===== src/rtl/sar_pkg.sv =====
package sar_pkg;
    localparam int SMP_W = 24;
    localparam int SHR_W = 32;
    localparam int CNT_W = 6;

    localparam logic [2:0] FMT_I2S  = 3'd0;
    localparam logic [2:0] FMT_LJ   = 3'd1;
    localparam logic [2:0] FMT_RJ   = 3'd2;
    localparam logic [2:0] FMT_DSPA = 3'd3;
    localparam logic [2:0] FMT_DSPB = 3'd7;

    typedef enum logic [1:0] {
        ST_OFF,
        ST_HUNT,
        ST_LEFT,
        ST_RIGHT
    } rx_state_t;
endpackage


===== src/rtl/sar_sync_det.sv =====
module sar_sync_det
    import sar_pkg::*;
(
    input  logic       clk,
    input  logic       rst_n,
    input  logic [2:0] fmt,
    input  logic       fs_in,
    output logic       evt_left,
    output logic       evt_right
);
    logic fs_q, fs_q2;

    always_ff @(posedge clk) begin
        if (!rst_n) begin
            fs_q  <= 1'b0;
            fs_q2 <= 1'b0;
        end else begin
            fs_q  <= fs_in;
            fs_q2 <= fs_q;
        end
    end

    // Slot-start events: the current clock samples bit 0 of a slot.
    always_comb begin
        evt_left  = 1'b0;
        evt_right = 1'b0;
        case (fmt)
            FMT_I2S: begin
                evt_left  = (fs_q ^ fs_q2) & ~fs_q;
                evt_right = (fs_q ^ fs_q2) &  fs_q;
            end
            FMT_LJ, FMT_RJ: begin
                evt_left  = (fs_in ^ fs_q) &  fs_in;
                evt_right = (fs_in ^ fs_q) & ~fs_in;
            end
            FMT_DSPA: evt_left = fs_q & ~fs_q2;
            FMT_DSPB: evt_left = fs_in & ~fs_q;
            default: begin
                evt_left  = 1'b0;
                evt_right = 1'b0;
            end
        endcase
    end
endmodule


===== src/rtl/sar_shifter.sv =====
module sar_shifter #(
    parameter int WIDTH = sar_pkg::SHR_W
) (
    input  logic             clk,
    input  logic             rst_n,
    input  logic             load,
    input  logic             shift,
    input  logic             sd_in,
    output logic [WIDTH-1:0] shreg
);
    always_ff @(posedge clk) begin
        if (!rst_n) begin
            shreg <= '0;
        end else if (load) begin
            shreg <= {{(WIDTH-1){1'b0}}, sd_in};
        end else if (shift) begin
            shreg <= {shreg[WIDTH-2:0], sd_in};
        end
    end
endmodule


===== src/rtl/sar_extract.sv =====
module sar_extract #(
    parameter int IN_W  = sar_pkg::SHR_W,
    parameter int OUT_W = sar_pkg::SMP_W,
    parameter int LEN_W = sar_pkg::CNT_W
) (
    input  logic [IN_W-1:0]  shreg,
    input  logic [LEN_W-1:0] slot,
    input  logic [LEN_W-1:0] wbits,
    input  logic             rjust,
    output logic [OUT_W-1:0] sample
);
    logic [IN_W-1:0]  aligned;
    logic [LEN_W-1:0] shamt;
    logic             sign;

    always_comb begin
        shamt   = slot - wbits;
        aligned = rjust ? shreg : (shreg >> shamt);
        sign    = aligned[wbits - LEN_W'(1)];
        for (int k = 0; k < OUT_W; k++) begin
            sample[k] = (LEN_W'(k) < wbits) ? aligned[k] : sign;
        end
    end
endmodule


===== src/rtl/sar_fsm.sv =====
module sar_fsm
    import sar_pkg::*;
#(
    parameter int OUT_W = SMP_W,
    parameter int LEN_W = CNT_W
) (
    input  logic             clk,
    input  logic             rst_n,
    input  logic             cfg_ok,
    input  logic             dsp,
    input  logic             mono,
    input  logic [LEN_W-1:0] slot,
    input  logic             evt_left,
    input  logic             evt_right,
    input  logic [OUT_W-1:0] word,
    output logic             load,
    output logic             shift,
    output logic [OUT_W-1:0] smp_left,
    output logic [OUT_W-1:0] smp_right,
    output logic             smp_valid,
    output logic             frame_err
);
    rx_state_t        state, nxt;
    logic [LEN_W-1:0] cnt;
    logic             bad, bad_nxt;
    logic [OUT_W-1:0] hold_left;
    logic             latch_left, emit, err_set, auto_right;

    assign auto_right = dsp && (state == ST_LEFT) && (cnt == slot);

    always_comb begin
        nxt        = state;
        load       = 1'b0;
        shift      = 1'b0;
        latch_left = 1'b0;
        emit       = 1'b0;
        err_set    = 1'b0;
        bad_nxt    = bad;
        if (!cfg_ok) begin
            nxt = ST_OFF;
        end else begin
            unique case (state)
                ST_OFF: nxt = ST_HUNT;
                ST_HUNT: begin
                    if (evt_left) begin
                        nxt     = ST_LEFT;
                        load    = 1'b1;
                        bad_nxt = 1'b0;
                    end
                end
                ST_LEFT: begin
                    if (evt_left) begin
                        err_set = 1'b1;
                        load    = 1'b1;
                        bad_nxt = 1'b0;
                    end else if (evt_right || auto_right) begin
                        latch_left = 1'b1;
                        load       = 1'b1;
                        nxt        = ST_RIGHT;
                        if (cnt != slot) begin
                            err_set = 1'b1;
                            bad_nxt = 1'b1;
                        end
                    end else begin
                        shift = 1'b1;
                    end
                end
                ST_RIGHT: begin
                    if (evt_left) begin
                        load    = 1'b1;
                        nxt     = ST_LEFT;
                        bad_nxt = 1'b0;
                        if (cnt != slot) begin
                            err_set = 1'b1;
                        end else if (!bad) begin
                            emit = 1'b1;
                        end
                    end else begin
                        shift = 1'b1;
                    end
                end
            endcase
        end
    end

    always_ff @(posedge clk) begin
        if (!rst_n) begin
            state <= ST_OFF;
        end else begin
            state <= nxt;
        end
    end

    always_ff @(posedge clk) begin
        if (!rst_n) begin
            cnt       <= '0;
            bad       <= 1'b0;
            hold_left <= '0;
            smp_left  <= '0;
            smp_right <= '0;
            smp_valid <= 1'b0;
            frame_err <= 1'b0;
        end else begin
            bad       <= bad_nxt;
            smp_valid <= emit;
            frame_err <= frame_err | err_set;
            if (load) begin
                cnt <= LEN_W'(1);
            end else if (shift && (cnt != '1)) begin
                cnt <= cnt + LEN_W'(1);
            end
            if (latch_left) begin
                hold_left <= word;
            end
            if (emit) begin
                smp_left  <= hold_left;
                smp_right <= mono ? hold_left : word;
            end
        end
    end
endmodule


===== src/rtl/sar_rx.sv =====
module sar_rx
    import sar_pkg::*;
(
    input  logic              clk,
    input  logic              rst_n,
    input  logic [2:0]        cfg_fmt,
    input  logic [1:0]        cfg_wcode,
    input  logic [CNT_W-1:0]  cfg_slot,
    input  logic              cfg_mono,
    input  logic              fs_in,
    input  logic              sd_in,
    output logic [SMP_W-1:0]  smp_left,
    output logic [SMP_W-1:0]  smp_right,
    output logic              smp_valid,
    output logic              frame_err
);
    logic [CNT_W-1:0] wbits;
    logic             fmt_ok, slot_ok, cfg_ok, dsp, rjust;
    logic             evt_left, evt_right, load, shift;
    logic [SHR_W-1:0] shreg;
    logic [SMP_W-1:0] word;

    always_comb begin
        wbits   = CNT_W'(16) + {2'b00, cfg_wcode, 2'b00};
        fmt_ok  = (cfg_fmt == FMT_I2S) || (cfg_fmt == FMT_LJ) || (cfg_fmt == FMT_RJ)
               || (cfg_fmt == FMT_DSPA) || (cfg_fmt == FMT_DSPB);
        slot_ok = (cfg_slot == CNT_W'(16)) || (cfg_slot == CNT_W'(24))
               || (cfg_slot == CNT_W'(32));
        cfg_ok  = fmt_ok && slot_ok && (cfg_wcode != 2'd3) && (wbits <= cfg_slot);
        dsp     = (cfg_fmt == FMT_DSPA) || (cfg_fmt == FMT_DSPB);
        rjust   = (cfg_fmt == FMT_RJ);
    end

    sar_sync_det u_sync (
        .clk       (clk),
        .rst_n     (rst_n),
        .fmt       (cfg_fmt),
        .fs_in     (fs_in),
        .evt_left  (evt_left),
        .evt_right (evt_right)
    );

    sar_shifter #(.WIDTH(SHR_W)) u_shift (
        .clk   (clk),
        .rst_n (rst_n),
        .load  (load),
        .shift (shift),
        .sd_in (sd_in),
        .shreg (shreg)
    );

    sar_extract #(.IN_W(SHR_W), .OUT_W(SMP_W), .LEN_W(CNT_W)) u_ext (
        .shreg  (shreg),
        .slot   (cfg_slot),
        .wbits  (wbits),
        .rjust  (rjust),
        .sample (word)
    );

    sar_fsm #(.OUT_W(SMP_W), .LEN_W(CNT_W)) u_fsm (
        .clk       (clk),
        .rst_n     (rst_n),
        .cfg_ok    (cfg_ok),
        .dsp       (dsp),
        .mono      (cfg_mono),
        .slot      (cfg_slot),
        .evt_left  (evt_left),
        .evt_right (evt_right),
        .word      (word),
        .load      (load),
        .shift     (shift),
        .smp_left  (smp_left),
        .smp_right (smp_right),
        .smp_valid (smp_valid),
        .frame_err (frame_err)
    );
endmodule


===== config.mk =====
export PLATFORM = sky130hd
export DESIGN_NAME = sar_rx
export DESIGN_NICKNAME = d
export VERILOG_FILES = /design/src/rtl/sar_pkg.sv /design/src/rtl/sar_sync_det.sv /design/src/rtl/sar_shifter.sv /design/src/rtl/sar_extract.sv /design/src/rtl/sar_fsm.sv /design/src/rtl/sar_rx.sv
export SDC_FILE = /design/constraint.sdc
export NUM_CORES = 1
export LEC_CHECK = 0
export BUFFER_PORTS_ARGS = -buffer_cell sky130_fd_sc_hd__buf_2
export CAP_MARGIN = 10
export CELL_PAD_IN_SITES_DETAIL_PLACEMENT = 0
export CELL_PAD_IN_SITES_GLOBAL_PLACEMENT = 1
export CORE_UTILIZATION = 44
export CTS_BUF_LIST = sky130_fd_sc_hd__clkbuf_2
export DETAILED_ROUTE_END_ITERATION = 7
export GPL_TIMING_DRIVEN = 0
export PLACE_DENSITY = 0.92
export SYNTH_ARGS = -nofsm -noshare
export SYNTH_HDL_FRONTEND = slang
export SYNTH_HIERARCHICAL = 1
export SYNTH_SLANG_ARGS = --single-unit

===== constraint.sdc =====
create_clock -name clk -period 3.4 [get_ports clk]
set_clock_uncertainty 0.1 [all_clocks]
set_input_delay 0.17 -clock clk [delete_from_list [all_inputs] [get_ports clk]]
set_output_delay 0.17 -clock clk [all_outputs]
set_load 0.01 [all_outputs]

==> flow_summary.toml <==
[grt]
grt.overflow.total = 0
grt_use_total = 0.267
antenna_found_initial = 1
grt_pass1_vias = 7465
grt_pass1_wl_um = 40900
grt_max_degree = 17

[min_path]
worstHoldPathType = "in2reg"

[floorplan]
dieArea_um2 = 19700
io_pins = 66
core-area_um2 = 18800
die_w_um = 141
chipHeight_um = 141
initial_core_util = 0.450
rows = 50

[critical_path]
worst-path-max-fanout = 10
crit_path_max_incr_delay_ns = 0.46
worstSetupEndpointType = "register"
cp_common_cell = "buf_4"
path_cells = "buf_2, inv_1, fa_1, buf_6, buf_8, buf_4, buf_4, a311oi_4, o2bb2a_1, a311oi_2, a2111oi_2, a21oi_1, nand4_2, o211ai_2, buf_4, o21ai_0, mux2i_1, nand2_1, o211a_1"
critical_path.startpoint_type = "input port"
crit_family = "compound AO/OA/AOI/OAI gates"
critPathArrivalTime_ns = 3.85
cp_num_buf_inv = 7
cp.required_ns = 3.96
ff2ff_setup_slack_ns = 0.12
cp_slowest_cell = "fa_1"
worstSetupPathType = "in2reg"

[final_layout]
drive_gt1_frac = 0.200
nNetsFinal = 1099
fin_cells = 1319
syn2layout_area_growth_pct = 14.4
n_fill_cell = 1829
regArea_um2 = 2350
multi_input_area_um2 = 5690

[place]
place.gp.congestion = 0.989
io_buffers = 64
dp_hpwl_um = 19600
place_inst = 1272

[clock_network]
cts_tree = "done"
htreeDepth = 4
insertion_delay_ns = 0.76
clk_pin_slew_ns = 0.24
numClockSinks = 117
numCtsBuffers = 17
clockBufferDepth = 2
root_buffer = "clkbuf_2"

[power_and_ir_drop]
finalPower_mw = 3.25
ir_worst_vdd_uv = 167
cellLeakagePower_nw = 3.92
power_density_nw_per_um2 = 336

[synthesis]
postSynthAreaPerCell_um2 = 8.83
yosysWarnings = 6
yosysUniqueCellTypes = 83
synth_edf_count = 0
synth_area_um2 = 8440
async_reset_ff_frac = 0
ys.flop_type = "dfxtp_1"
syn-instance-count = 956
synth-seq-area-share = 0.277
ys_ff_latch = 117

[routing]
wire_per_inst_um = 19.8
highest_layer = "met4"
ant_nets = 0
route.detailed.drc = 0
dr.pass1.iters = 6
wl_met2_um = 11800
dr_total_vias = 8064
drt-vias-per-instance = 6.11
wl_met1_um = 11300
drt_iter0_drc = 770
routed_wl_um = 26100
routed-wl-met3_um = 2020

[timing]
timing.fmax_mhz = 305
tightest_slew_ns = 0.892
drv_slew = 0
relSlewSlack = 0.399
timing.final.crit_share = 0.966
fin_crit_ns = 3.28
finalHoldViolCount = 0
rsz0062_at_grt = "true"
finalSetupViolations = 0

[outcome]
status = "completed"

[run]
cap_violations = 0
==> synthesized netlist by cell type (all sizes together) (3+ instances only) <==
cell type / n / area [um^2]
a2111oi: 8 / 88.8
a211oi: 10 / 75.1
a21oi: 47 / 235
a221oi: 3 / 26.3
a22oi: 5 / 37.5
a2bb2oi: 3 / 26.3
a311oi: 6 / 52.6
a31oi: 9 / 56.3
and2: 6 / 37.5
buf: 39 / 369
clkbuf: 32 / 120
dfxtp: 117 / 2340
ha: 11 / 138
inv: 26 / 97.6
mux2: 20 / 229
mux2i: 165 / 1650
mux4: 13 / 293
nand2: 79 / 297
nand2b: 9 / 56.3
nand3: 26 / 130
nand4: 6 / 50.0
nor2: 85 / 319
nor2b: 52 / 325
nor3: 7 / 35.0
nor3b: 7 / 52.6
nor4: 3 / 25.0
o2111ai: 5 / 43.8
o211a: 26 / 260
o211ai: 5 / 47.5
o21ai: 42 / 214
o22ai: 4 / 25.0
o31ai: 9 / 72.6
or2: 4 / 25.0
or3: 5 / 31.3
or4: 4 / 30.0
xnor2: 14 / 130
==> where the power goes <==
group / total (mW) / leakage (nW) / internal [mW] / switching (mW)
Combinational: 0.851 / 2.83 / 0.314 / 0.537
Sequential: 1.38 / 0.947 / 1.37 / 0.00138
Clock: 1.02 / 0.147 / 0.359 / 0.659
==> worst register-to-register path, delay by kind of cell (launching register included) <==
kind,cells,cell delay (ns)
AO/OA/AOI/OAI,5,1.09
buffers and inverters,3,0.94
AND/OR/NAND/NOR,2,0.67
flip-flops,1,0.44
==> flip-flops by register name (all words and copies together), names as in the netlist <==
| signal | cells |
|---|---|
| u_fsm/bad | 1 |
| u_fsm/cnt | 6 |
| u_fsm/frame_err | 1 |
| u_fsm/hold_left | 24 |
| u_fsm/smp_left | 24 |
| u_fsm/smp_right | 24 |
| u_fsm/smp_valid | 1 |
| u_fsm/state | 2 |
| u_shift/shreg | 32 |
| u_sync/fs_q | 1 |
| u_sync/fs_q2 | 1 |
==> cells in the final DEF, fill, tap and decap left out, types with 7 or more instances in the layout <==
master         netlist  layout
mux2i_1            165     163
dfxtp_1            117     109
nor2_1              85      84
nand2_1             79      79
buf_2               11      74
nor2b_1             52      52
a21oi_1             47      46
o21ai_0             37      35
inv_1               26      26
o211a_1             26      26
nand3_1             26      26
clkbuf_2             0      25
clkbuf_1            32      24
conb_1               2      20
mux2_2              19      19
mux4_2              13      13
dlygate4sd3_1        0      11
xnor2_1             13      11
buf_6               10      11
buf_4                8      11
a211oi_1            10      10
ha_1                11       9
nand2b_1             9       9
a31oi_1              9       9
o31ai_1              8       8
nor3b_1              7       7
nor3_1               7       7
dfxtp_2              0       7
==> per-layer routing <==
layer | vias to the layer above | GRT usage
li1 | 3723 | -
met1 | 3847 | 0.351
met2 | 411 | 0.426
met3 | 83 | 0.0530
met4 | 0 | 0.109
met5 | - | 0.0100
==> what timing repair did <==
item,CTS,global route
pin swaps,2,1
endpoints found under the hold margin,47,0
buffers inserted,3,1
hold buffers,11,0
setup endpoints to repair,12,18
gates resized for setup,7,34
==> stage by stage <==
stage               utilization  instance area [um^2]  hold slack [ns]  setup WS, ns  setup TNS [ns]
floorplan                     -                  8520            0.192        0.0124               0
global placement          0.486                  9130            0.319        -0.983          -20.20
detailed placement        0.486                  9130            0.320         -1.04          -20.79
CTS                       0.509                  9560          0.00652        0.0228               0
global route              0.515                  9660           0.0909     0.0000173               0
finish                    0.515                  9660           0.0643         0.117               0
==> final timing paths <==
path | from | to | cells past startpoint
max | cfg_slot[1] | u_fsm/smp_right[19]$_SDFFE_PN0P_ | 19
min | cfg_slot[5] | u_fsm/hold_left[21]$_SDFFE_PN0P_ | 6
max reg2reg | u_sync/fs_q$_SDFF_PN0_ | u_shift/shreg[0]$_SDFFE_PN0P_ | 10
min reg2reg | u_fsm/smp_right[13]$_SDFFE_PN0P_ | u_fsm/smp_right[13]$_SDFFE_PN0P_ | 1
==> kinds of logic after synthesis <==
| group | synth area share |
|---|---|
| compound gates | 0.177 |
| other cells | 0.000889 |
| buf+inv | 0.0699 |
| simple gates | 0.182 |
| xor+xnor | 0.0175 |
| flops | 0.277 |
| mux | 0.257 |
| fa+ha+maj | 0.0187 |
==> layout make-up <==
cell class | instances | area share
clock inverters | 15 | 0.0178
diodes | 1 | 0.000259
clock buffers | 17 | 0.00881
plain buffers | 70 | 0.0520
multi-input cells | 759 | 0.589
repair buffers | 79 | 0.0477
flip-flops and latches | 117 | 0.244
inverters | 27 | 0.0105
well taps | 234 | 0.0303
(Power assumes the default switching activity.)
